$ cat config.mk
export PLATFORM = sky130hd
export DESIGN_NAME = pt2_walker
export DESIGN_NICKNAME = d
export VERILOG_FILES = /design/src/rtl/pt2_walker_pkg.sv /design/src/rtl/pt2_entry_addr.sv /design/src/rtl/pt2_entry_dec.sv /design/src/rtl/pt2_walker.sv
export SDC_FILE = /design/constraint.sdc
export NUM_CORES = 1
export LEC_CHECK = 0
export BUFFER_PORTS_ARGS = -buffer_cell sky130_fd_sc_hd__buf_2
export CAP_MARGIN = 20
export CORE_MARGIN = 4
export CORE_UTILIZATION = 25
export DETAILED_ROUTE_END_ITERATION = 7
export PLACE_DENSITY = 0.45
export SYNTH_ARGS = -nofsm -noshare
export SYNTH_HDL_FRONTEND = slang
export SYNTH_SLANG_ARGS = --single-unit
$ cat constraint.sdc
create_clock -name clk -period 11.3 [get_ports clk]
set_clock_uncertainty 0.1 [all_clocks]
set_input_delay 1.695 -clock clk [delete_from_list [all_inputs] [get_ports clk]]
set_output_delay 1.695 -clock clk [all_outputs]
set_load 0.01 [all_outputs]
$ cat src/rtl/pt2_walker_pkg.sv
package pt2_walker_pkg;
   typedef enum logic [2:0] {
      WK_IDLE    = 3'd0,
      WK_L1_REQ  = 3'd1,
      WK_L1_WAIT = 3'd2,
      WK_L2_REQ  = 3'd3,
      WK_L2_WAIT = 3'd4,
      WK_DONE    = 3'd5
   } wk_state_e;

   localparam int ST_VALID_BIT = 0;
   localparam int ST_DIRTY_BIT = 1;
   localparam int ST_READ_BIT  = 2;
   localparam int ST_WRITE_BIT = 3;
   localparam int ST_EXEC_BIT  = 4;
endpackage

$ cat src/rtl/pt2_entry_addr.sv
module pt2_entry_addr #(
   parameter int IDX_W     = 10,
   parameter int PA_W      = 30,
   parameter int ENT_BYTES = 3
) (
   input  logic [PA_W-1:0]  tbl_base,
   input  logic [IDX_W-1:0] tbl_idx,
   output logic [PA_W-1:0]  ent_addr
);
   logic [PA_W-1:0] idx_ext;
   logic [PA_W-1:0] scaled;

   assign idx_ext = PA_W'(tbl_idx);

   generate
      if (ENT_BYTES == 3) begin : g_shift_add
         assign scaled = (idx_ext << 1) + idx_ext;
      end else if ((ENT_BYTES & (ENT_BYTES - 1)) == 0) begin : g_shift
         assign scaled = idx_ext << $clog2(ENT_BYTES);
      end else begin : g_mult
         assign scaled = idx_ext * PA_W'(ENT_BYTES);
      end
   endgenerate

   assign ent_addr = tbl_base + scaled;
endmodule

$ cat src/rtl/pt2_entry_dec.sv
module pt2_entry_dec #(
   parameter int PPN_W = 18,
   parameter int ST_W  = 6,
   localparam int ENT_W = PPN_W + ST_W
) (
   input  logic [ENT_W-1:0] entry,
   output logic [PPN_W-1:0] ent_ppn,
   output logic [ST_W-1:0]  ent_status,
   output logic             ent_valid
);
   import pt2_walker_pkg::*;

   assign ent_ppn    = entry[ENT_W-1:ST_W];
   assign ent_status = entry[ST_W-1:0];
   assign ent_valid  = entry[ST_VALID_BIT];
endmodule

$ cat src/rtl/pt2_walker.sv
module pt2_walker #(
   parameter int IDX_W     = 10,
   parameter int OFF_W     = 12,
   parameter int PPN_W     = 18,
   parameter int ST_W      = 6,
   parameter int ENT_BYTES = 3,
   localparam int VA_W  = 2 * IDX_W + OFF_W,
   localparam int PA_W  = PPN_W + OFF_W,
   localparam int ENT_W = PPN_W + ST_W
) (
   input  logic             clk,
   input  logic             rst_n,
   input  logic             req_valid,
   input  logic [VA_W-1:0]  req_vaddr,
   input  logic [PA_W-1:0]  req_root,
   output logic             busy,
   output logic             done,
   output logic [PA_W-1:0]  rsp_paddr,
   output logic [PPN_W-1:0] rsp_ppn,
   output logic [ST_W-1:0]  rsp_status,
   output logic             rsp_fault,
   output logic             mem_req_valid,
   input  logic             mem_req_ready,
   output logic [PA_W-1:0]  mem_req_addr,
   input  logic             mem_rsp_valid,
   input  logic [ENT_W-1:0] mem_rsp_data
);
   import pt2_walker_pkg::*;

   localparam int HI_LSB = OFF_W + IDX_W;

   generate
      if (ENT_W != 8 * ENT_BYTES) begin : g_bad_entry
         $error("entry width does not match entry byte count");
      end
      if (ST_W < 5) begin : g_bad_status
         $error("status field too narrow for valid, dirty and permissions");
      end
      if (IDX_W < 1 || OFF_W < 1) begin : g_bad_split
         $error("index and offset widths must be positive");
      end
   endgenerate

   wk_state_e        state_q, state_d;
   logic [VA_W-1:0]  vaddr_q;
   logic [PA_W-1:0]  root_q;
   logic [PA_W-1:0]  l2base_q;
   logic [PPN_W-1:0] ppn_q;
   logic [ST_W-1:0]  st_q;
   logic             fault_q;

   logic             at_l1;
   logic [PA_W-1:0]  sel_base;
   logic [IDX_W-1:0] sel_idx;
   logic [PPN_W-1:0] dec_ppn;
   logic [ST_W-1:0]  dec_st;
   logic             dec_valid;

   assign at_l1    = (state_q == WK_L1_REQ) || (state_q == WK_L1_WAIT);
   assign sel_base = at_l1 ? root_q : l2base_q;
   assign sel_idx  = at_l1 ? vaddr_q[VA_W-1:HI_LSB] : vaddr_q[HI_LSB-1:OFF_W];

   pt2_entry_addr #(
      .IDX_W(IDX_W), .PA_W(PA_W), .ENT_BYTES(ENT_BYTES)
   ) u_addr (
      .tbl_base(sel_base),
      .tbl_idx (sel_idx),
      .ent_addr(mem_req_addr)
   );

   pt2_entry_dec #(
      .PPN_W(PPN_W), .ST_W(ST_W)
   ) u_dec (
      .entry     (mem_rsp_data),
      .ent_ppn   (dec_ppn),
      .ent_status(dec_st),
      .ent_valid (dec_valid)
   );

   always_comb begin
      state_d = state_q;
      unique case (state_q)
         WK_IDLE:    if (req_valid) state_d = WK_L1_REQ;
         WK_L1_REQ:  if (mem_req_ready) state_d = WK_L1_WAIT;
         WK_L1_WAIT: if (mem_rsp_valid) state_d = dec_valid ? WK_L2_REQ : WK_DONE;
         WK_L2_REQ:  if (mem_req_ready) state_d = WK_L2_WAIT;
         WK_L2_WAIT: if (mem_rsp_valid) state_d = WK_DONE;
         WK_DONE:    state_d = WK_IDLE;
         default:    state_d = WK_IDLE;
      endcase
   end

   always_ff @(posedge clk) begin
      if (!rst_n) begin
         state_q  <= WK_IDLE;
         vaddr_q  <= '0;
         root_q   <= '0;
         l2base_q <= '0;
         ppn_q    <= '0;
         st_q     <= '0;
         fault_q  <= 1'b0;
      end else begin
         state_q <= state_d;
         if (state_q == WK_IDLE && req_valid) begin
            vaddr_q <= req_vaddr;
            root_q  <= req_root;
         end
         if (state_q == WK_L1_WAIT && mem_rsp_valid) begin
            l2base_q <= {dec_ppn, {OFF_W{1'b0}}};
            if (!dec_valid) begin
               ppn_q   <= dec_ppn;
               st_q    <= dec_st;
               fault_q <= 1'b1;
            end
         end
         if (state_q == WK_L2_WAIT && mem_rsp_valid) begin
            ppn_q   <= dec_ppn;
            st_q    <= dec_st;
            fault_q <= !dec_valid;
         end
      end
   end

   assign busy          = (state_q != WK_IDLE);
   assign done          = (state_q == WK_DONE);
   assign mem_req_valid = (state_q == WK_L1_REQ) || (state_q == WK_L2_REQ);
   assign rsp_ppn       = ppn_q;
   assign rsp_status    = st_q;
   assign rsp_fault     = fault_q;
   assign rsp_paddr     = {ppn_q, vaddr_q[OFF_W-1:0]};
endmodule

After elaboration in Yosys (flattened, before gate mapping)
Cells that the tools add are included.
- multiplexer cells: 18
- eq/ne operators: 11
- add/subtract/negate cells: 2
- reductions and logical operators: 11
- operators by type and width (cell ; number):
    2-to-1 mux 18 bit ; 3
    adder 30 x 12 -> 30 bit ; 1
    2-to-1 mux 30 bit ; 1
    2-to-1 mux 3 bit ; 6
    2-to-1 mux 6 bit ; 3
    one-hot mux 3 bit (5 select lines) ; 1
    adder 11 x 10 -> 12 bit ; 1
    2-to-1 mux 10 bit ; 1
    inequality test 2 bit, second input constant ; 5
    == test 3 x 2 -> 1 bit, second input constant ; 2
    == test 3 bit, second input constant ; 2
    AND reduction 5 bit ; 1
    == test 3 x 1 -> 1 bit, second input constant ; 1
    logical AND 1 bit ; 3
    logical NOT 3 bit ; 1
    2-to-1 mux 1 bit ; 3
    nonzero test 3 bit ; 1
    logical OR 1 bit ; 2
    inequality test 2 x 1 -> 1 bit, second input constant ; 1
    AND reduction 2 bit ; 1
    nonzero test 2 bit ; 1
    logical NOT 1 bit ; 1
- output and inout port bits: 88
- input bits: 91
- word-level logic and storage cells: 49
- register bits: 108

Longest topological paths before layout
Gate-level depths: netlist (run 1).
- word-level depth: 5
- mapped depth: 18
- depth with buffers taken out: 14

By module
From an unflattened synthesis (run 1), not the netlist that was laid out.
- cells, all modules: 723
- area, all modules: 6062.1 um2
- modules (own cells, without submodules) (module ; sequential area each (um2) ; area each (um2) ; times used ; cells an instance):
    pt2_walker ; 2162.1 ; 4719.5 ; 1 ; 565
    pt2_entry_addr ; 0.0 ; 1154.9 ; 1 ; 133
    pt2_entry_dec ; 0.0 ; 187.7 ; 1 ; 25

Least setup slack after synthesis (run 1)
Ideal clock, no wire load.
- kind: register to output
- start: register state_q[0]
- end: output port mem_req_addr[17]
- cell stages (with the launch flop): 19
- data required time: 9505 ps
- buffers on the path: 4
- data arrival time: 4201 ps
- setup slack: 5304 ps
- path through: dfxtp_1 buf_4 xnor2_2 nor2_1 buf_2 buf_1 buf_2 nand2_1 nand2_1 ha_1 xnor2_1 ha_1 fa_1 a211oi_1 o21bai_1 o21ai_0 nand2_1 mux2_2 a211oi_1
- word-level cells in the longest chain between the ends: 5
- elaborated cells on any way between the ends: 7
- those cells by class: add/sub: 2; eq/ne: 2; mux: 2; reduce/logical: 1
- RTL lines (what ; RTL line ; RTL):
    start: declaration ; pt2_walker.sv:44 ; wk_state_e state_q, state_d;
    start signal: assignment ; pt2_walker.sv:103 ; state_q <= state_d;
    == test 3 x 1 -> 1 bit or == test 3 x 2 -> 1 bit (tied branches) ; pt2_walker.sv:59 ; assign at_l1 = (state_q == WK_L1_REQ) || (state_q == WK_L1_WAIT);
    logical OR 1 bit * ; pt2_walker.sv:59 ;
    2-to-1 mux 10 bit ; pt2_walker.sv:61 ; assign sel_idx = at_l1 ? vaddr_q[VA_W-1:HI_LSB] : vaddr_q[HI_LSB-1:OFF_W];
    adder 11 x 10 -> 12 bit ; pt2_entry_addr.sv:17 ; assign scaled = (idx_ext << 1) + idx_ext;
    adder 30 x 12 -> 30 bit * ; pt2_entry_addr.sv:25 ; assign ent_addr = tbl_base + scaled;
    end: declaration ; pt2_walker.sv:24 ; output logic [PA_W-1:0] mem_req_addr,
Every way passes the cells marked *; elsewhere a longest branch is shown, timed or not.

Worst setup path in the final report (run 1)
- start: register state_q[1]
- end: output port mem_req_addr[17]
Same word-level chain as after synthesis.

==> impl_metrics.toml, run 1 <==
[synthesis]
ys_seq_elements = 108
yosys.area.top_type = "dfxtp_1"
synth_most_common_cell = "nand2_1"
synth_top_family_by_area = "simple AND/OR/NAND/NOR gates"
yosysTopAreaCellShare_pct = 34.9
synthesis.area_um2 = 6190
ys_warn_count = 0
synth_compound_area_share_pct = 17.7
synthCells = 762
synth-edff-count = 0
yosysSeqAreaShare_pct = 34.9
ys.flop_type = "dfxtp_1"
ys_top_cells_by_area = "dfxtp_1 (35%), nand2_1 (13%), a21boi_0 (9.7%)"
syn_area_per_cell_um2 = 8.12
ys_types = 54
synthXorXnorAreaFrac_pct = 3.80
synthAdderAreaFrac_pct = 5.62
synth_mux_area_share_pct = 7.78
synthSimpleGateAreaFrac_pct = 22.7
synth_commonest_cells = "nand2_1 (211), dfxtp_1 (108), a21boi_0 (80), mux2i_1 (47), clkbuf_1 (34)"
synth_nets = 876
ys_async_sr_fraction_pct = 0

[timing]
fmax_mhz = 145
final_max_slew_viol_count = 0
slew_headroom_pct = 35.7
worst_pin_slew_ns = 0.965
fin_tns_setup_ns = 0
hold_viol_final = 0
fin_hold_ws_ns = 0.368
setup_viol = 0
finalCritPeriodShare_pct = 61.1
period_minus_slack_ns = 6.91
timing.final.ws_setup_ns = 4.39
rsz0062_at_grt = "false"

[grt]
antenna_found_initial = 0
grt_max_degree = 109
grt_pass1_vias = 5266
grt_pass1_wl_um = 28900
grt_usage_pct = 13.4
overflow = 0

[cts]
clock_latency_ns = 0.36
cts.sinks = 108
postCtsSetupBuffers = 0
hold_buffers = 0
cts_resized = 0
cts_inserted_buffers = 9
clk_pin_slew_ns = 0.09
cts_tree = "done"
clock_path_buffers = 2
cts_max_level = 3
clockRootBuffer = "clkbuf_16"

[power]
vdd_drop_max_v = 0.0000690
leakagePower_nw = 3.35
p_per_area_nw_per_um2 = 127

[critical_path]
crit_arrival_ns = 5.11
critPathRequiredTime_ns = 9.51
cp_max_fo = 27
start_kind = "register"
endpoint_kind = "output port"
path_class = "register to output port"

[detailed_routing]
wl_per_cell_um = 15.3
vias = 5414
finalWirelength_um = 18600
antenna_left = 0
drc = 0
viasPerCell = 4.46
first_pass_iters = 5
drtIter0Drc = 246

[floorplanning]
ios = 179
die_h_um = 165
die-area_um2 = 27300
start_util_pct = 25.4
fp.dieW_um = 165
core_region_area_um2 = 24300
row_count = 57

[cells_and_area]
regArea_um2 = 2160
syn_to_final_growth_pct = 20.2
stdcell_area_um2 = 7440
fin_util_pct = 30.6
multi_input_area_um2 = 3580
drive_gt1_share_pct = 24.4
final_nets = 998
fillers = 2668
diodes = 0

[min_path]
hold_class = "register to register"

[placed_design]
gp_congestion = 0.799
port_buffers = 178
hpwl_um = 14000
dp_slack_ns = 4.76
place_area_um2 = 7130

[flow_run]
max_cap_viol_count = 0

[outcome]
status = "completed"
==> through the flow <==
stage               cells  total power [mW]
floorplan             762             0.555
global placement     1196             0.623
detailed placement   1196             0.623
CTS                  1212             0.962
global route         1213             0.996
finish               1213             0.942
==> area by class of cell <==
cell class | count | share of cell area (%)
clock buffer | 10 | 3.21
inverter | 12 | 0.606
multi-input combinational | 568 | 48.1
tap | 324 | 5.45
clock inverter | 6 | 0.858
timing repair buffer | 185 | 12.7
sequential | 108 | 29.1
==> power by group <==
part	internal, mW	switching [mW]	total (mW)	leakage (nW)
clock	0.163	0.170	0.333	0.146
sequential	0.400	0.0177	0.418	0.880
combinational	0.0784	0.113	0.191	2.32
==> worst paths after layout <==
path	cells past startpoint	from	endpoint	slack, ns
hold reg to reg	2	vaddr_q[8]	vaddr_q[8]	0.37
setup / recovery	16	state_q[1]	mem_req_addr[17]	4.39
setup reg to reg	5	state_q[2]	root_q[7]	8.70
hold / removal	2	vaddr_q[8]	vaddr_q[8]	0.37
==> cells in the final DEF (no fill, tap or decap), drive strengths merged, types with 3 or more instances in the layout <==
master,synthesis,routed
fa,8,8
xnor2,16,16
buf,40,185
nor3b,3,3
mux2i,47,47
dfxtp,108,108
a211oi,5,5
a31o,4,4
a21o,4,4
nand2,211,211
or2,3,3
a21oi,22,22
nand2b,3,3
xor2,10,10
clkbuf,34,10
inv,12,15
nor2b,27,27
and2,14,14
and3,9,9
o21ai,22,22
nand3,10,10
o211ai,5,5
nand4,7,7
nor2,16,16
a21boi,80,80
ha,15,15
o21bai,3,3
==> state kept, by name, indices dropped and copies added, names as in the netlist <==
name and flops:
l2base_q 18, root_q 30, rsp_fault 1, rsp_ppn 18, rsp_status 6, state_q 3, vaddr_q 32
==> cells by family after synthesis <==
logic type	after synthesis
flip-flops	108
XOR/XNOR	26
AO/OA/AOI/OAI	158
AND/OR/NAND/NOR	313
buffers and inverters	86
adder cells (fa/ha/maj)	23
multiplexers	48
==> critical path: stages, from the launching register on <==
cell,delay [ns]
dfxtp_1,0.61
xnor2_2,0.22
or2_1,0.25
buf_4,0.23
nand2_1,0.11
nand2_1,0.08
ha_1,0.31
xnor2_1,0.14
ha_1,0.24
fa_1,0.42
a211oi_1,0.26
o21bai_1,0.14
o21ai_0,0.59
nand2_1,0.27
mux2_2,0.33
a211oi_1,0.33
buf_2,0.20
==> routing by layer <==
layer / wire, um / track usage (%) / share of wire [%] / vias up
met2: 8330 / 20.8 / 45 / 127
li1: - / - / - / 2772
met3: 962 / 2.76 / 5.2 / 11
met1: 9090 / 19.2 / 49 / 2504
met5: 0 / 0 / 0 / -
met4: 233 / 3.04 / 1.3 / 0
Note: power is estimated with default switching activity, not from simulation.
==> run 2: changes to the inputs <==
Settings changed: PLACE_DENSITY 0.45 to 0.47.
Clock period 11.3 ns to 6.2 ns, I/O delays scaled along.
==> impl_metrics.toml, run 2 (synthesis gave the netlist of run 1 again) <==
[grt]
grt_pass1_vias = 5155
overflow = 0
grt_util_met1_pct = 19.2
grt_usage_pct = 13.3
grt_max_degree = 109
busiest_layer = "met2"
grt_use_met3_pct = 2.53
grt_pass1_wl_um = 28600
antenna_found_initial = 1
use_met2_pct = 19.9

[timing]
finalCritPeriodShare_pct = 93.0
final_max_slew_viol_count = 0
hold_viol_final = 0
slew_headroom_pct = 34.2
rsz0062_at_grt = "false"
period_minus_slack_ns = 5.76
fin_tns_setup_ns = 0
setup_viol = 0
worst_pin_slew_ns = 0.986
fmax_mhz = 173

[cts]
clock_latency_ns = 0.35
cts_inserted_buffers = 9
cts_tree = "done"
cts_max_level = 3
clockRootBuffer = "clkbuf_16"
clock_path_buffers = 2
postCtsSetupBuffers = 0
cts.sinks = 108
clk_pin_slew_ns = 0.08

[critical_path]
slowest_stage = "dfxtp_1"
cp_max_fo = 34
cp_top_family = "compound AO/OA/AOI/OAI gates"
cp_num_cells = 12
path_cells = "xnor2_2 > nor2_4 > buf_4 > and2_1 > fa_1 > ha_1 > a211o_1 > o21ai_1 > nand2_1 > mux2_2 > a211oi_1 > buf_2"
rrSetupSlack_ns = 3.70
r2r-end = "root_q[7]"
path_class = "register to output port"
ff2ff_path_depth = 6
crit_arrival_ns = 4.73
slowest_delay_ns = 0.60
worstReg2RegStart = "state_q[2]"
endpoint_kind = "output port"
critPathRequiredTime_ns = 5.17
start_kind = "register"
critPathBufInv = 2

[detailed_routing]
finalWirelength_um = 18400
drc = 0
wl_per_cell_um = 15.1
vias = 5343
first_pass_iters = 4
viasPerCell = 4.40
drtIter0Drc = 309
antenna_left = 0

[cells_and_area]
largest_register_ffs = 32
top_register = "vaddr_q"
mostFrequentLayoutCells = "nand2_1 (210), buf_2 (178), dfxtp_1 (108)"
reg.largest.list = "vaddr_q (32), root_q (30)"
drive_gt1_share_pct = 24.5
syn_to_final_growth_pct = 20.6
mostFrequentLayoutCell = "nand2_1"
final_nets = 999

[floorplanning]
die_h_um = 165
core_region_area_um2 = 24300
row_count = 57
start_util_pct = 25.4
die-area_um2 = 27300
ios = 179
fp.dieW_um = 165

[outcome]
status = "completed"

[placed_design]
gp_congestion = 0.801
port_buffers = 178
hpwl_um = 13900

[min_path]
hold_path_depth = 2
min_delay_worst_endpoint = "vaddr_q[10]"
min_from = "vaddr_q[10]"
hold_class = "register to register"

[flow_run]
max_cap_viol_count = 0

[power]
leakagePower_nw = 3.37
vdd_drop_max_v = 0.000109
p_per_area_nw_per_um2 = 234
power_mw = 1.74
run 2: power by group:
part / leakage (nW) / internal (mW) / switching, mW
clock network: 0.157 / 0.334 / 0.296
registers: 0.880 / 0.729 / 0.0320
logic: 2.33 / 0.143 / 0.208
total: 3.37 / 1.21 / 0.537
run 2: worst max-delay path by stage:
| stage | from | endpoint | slack [ns] |
|---|---|---|---|
| after detailed placement | state_q[1] | mem_req_addr[17] | 0.58 |
| after global placement | state_q[1] | mem_req_addr[17] | 0.70 |
| after floorplan | state_q[0] | mem_req_addr[17] | 0.97 |
| after CTS | state_q[1] | mem_req_addr[17] | 0.18 |
| final | state_q[1] | mem_req_addr[17] | 0.44 |
| after global routing | state_q[1] | mem_req_addr[17] | 0.08 |
run 2: through the flow:
step,instances,cell area (um^2),worst slack [ns],hold slack [ns],util (%)
finish,1215,7460,0.436,0.367,30.7
global placement,1198,7140,0.702,0.354,29.4
global route,1215,7460,0.0821,0.387,30.7
floorplan,762,6190,0.969,0.339,-
detailed placement,1198,7140,0.578,0.359,29.4
CTS,1214,7460,0.183,0.370,30.7
run 2: timing repair:
item                                   in CTS  in global routing
endpoints found under the hold margin       0                  0
resized for setup                           0                  1
setup endpoints to repair                   0                  2
hold buffers                                0                  0
run 2: layout make-up:
class	count	area (um^2)
antenna	1	2.50
clock buffer	10	239
clock inverter	6	78.8
fill	2633	16900
inverter	12	45.0
multi-input combinational	568	3580
sequential	108	2160
tap	324	405
timing repair buffer	186	951
run 2: layer usage:
layer	part of all wire [%]	vias up	wire length (um)
met2	44	130	8010
met3	5.4	15	986
met4	1.7	0	320
li1	-	2777	-
met1	49	2421	9070
met5	0	-	0
run 2: worst reg2reg max path: cells and delay by family, from the launching register on:
family                 cells  cell delay (ns)
AND/OR/NAND/NOR            3             1.14
buffers and inverters      2             0.68
flip-flops                 1             0.36
AO/OA/AOI/OAI              1             0.16
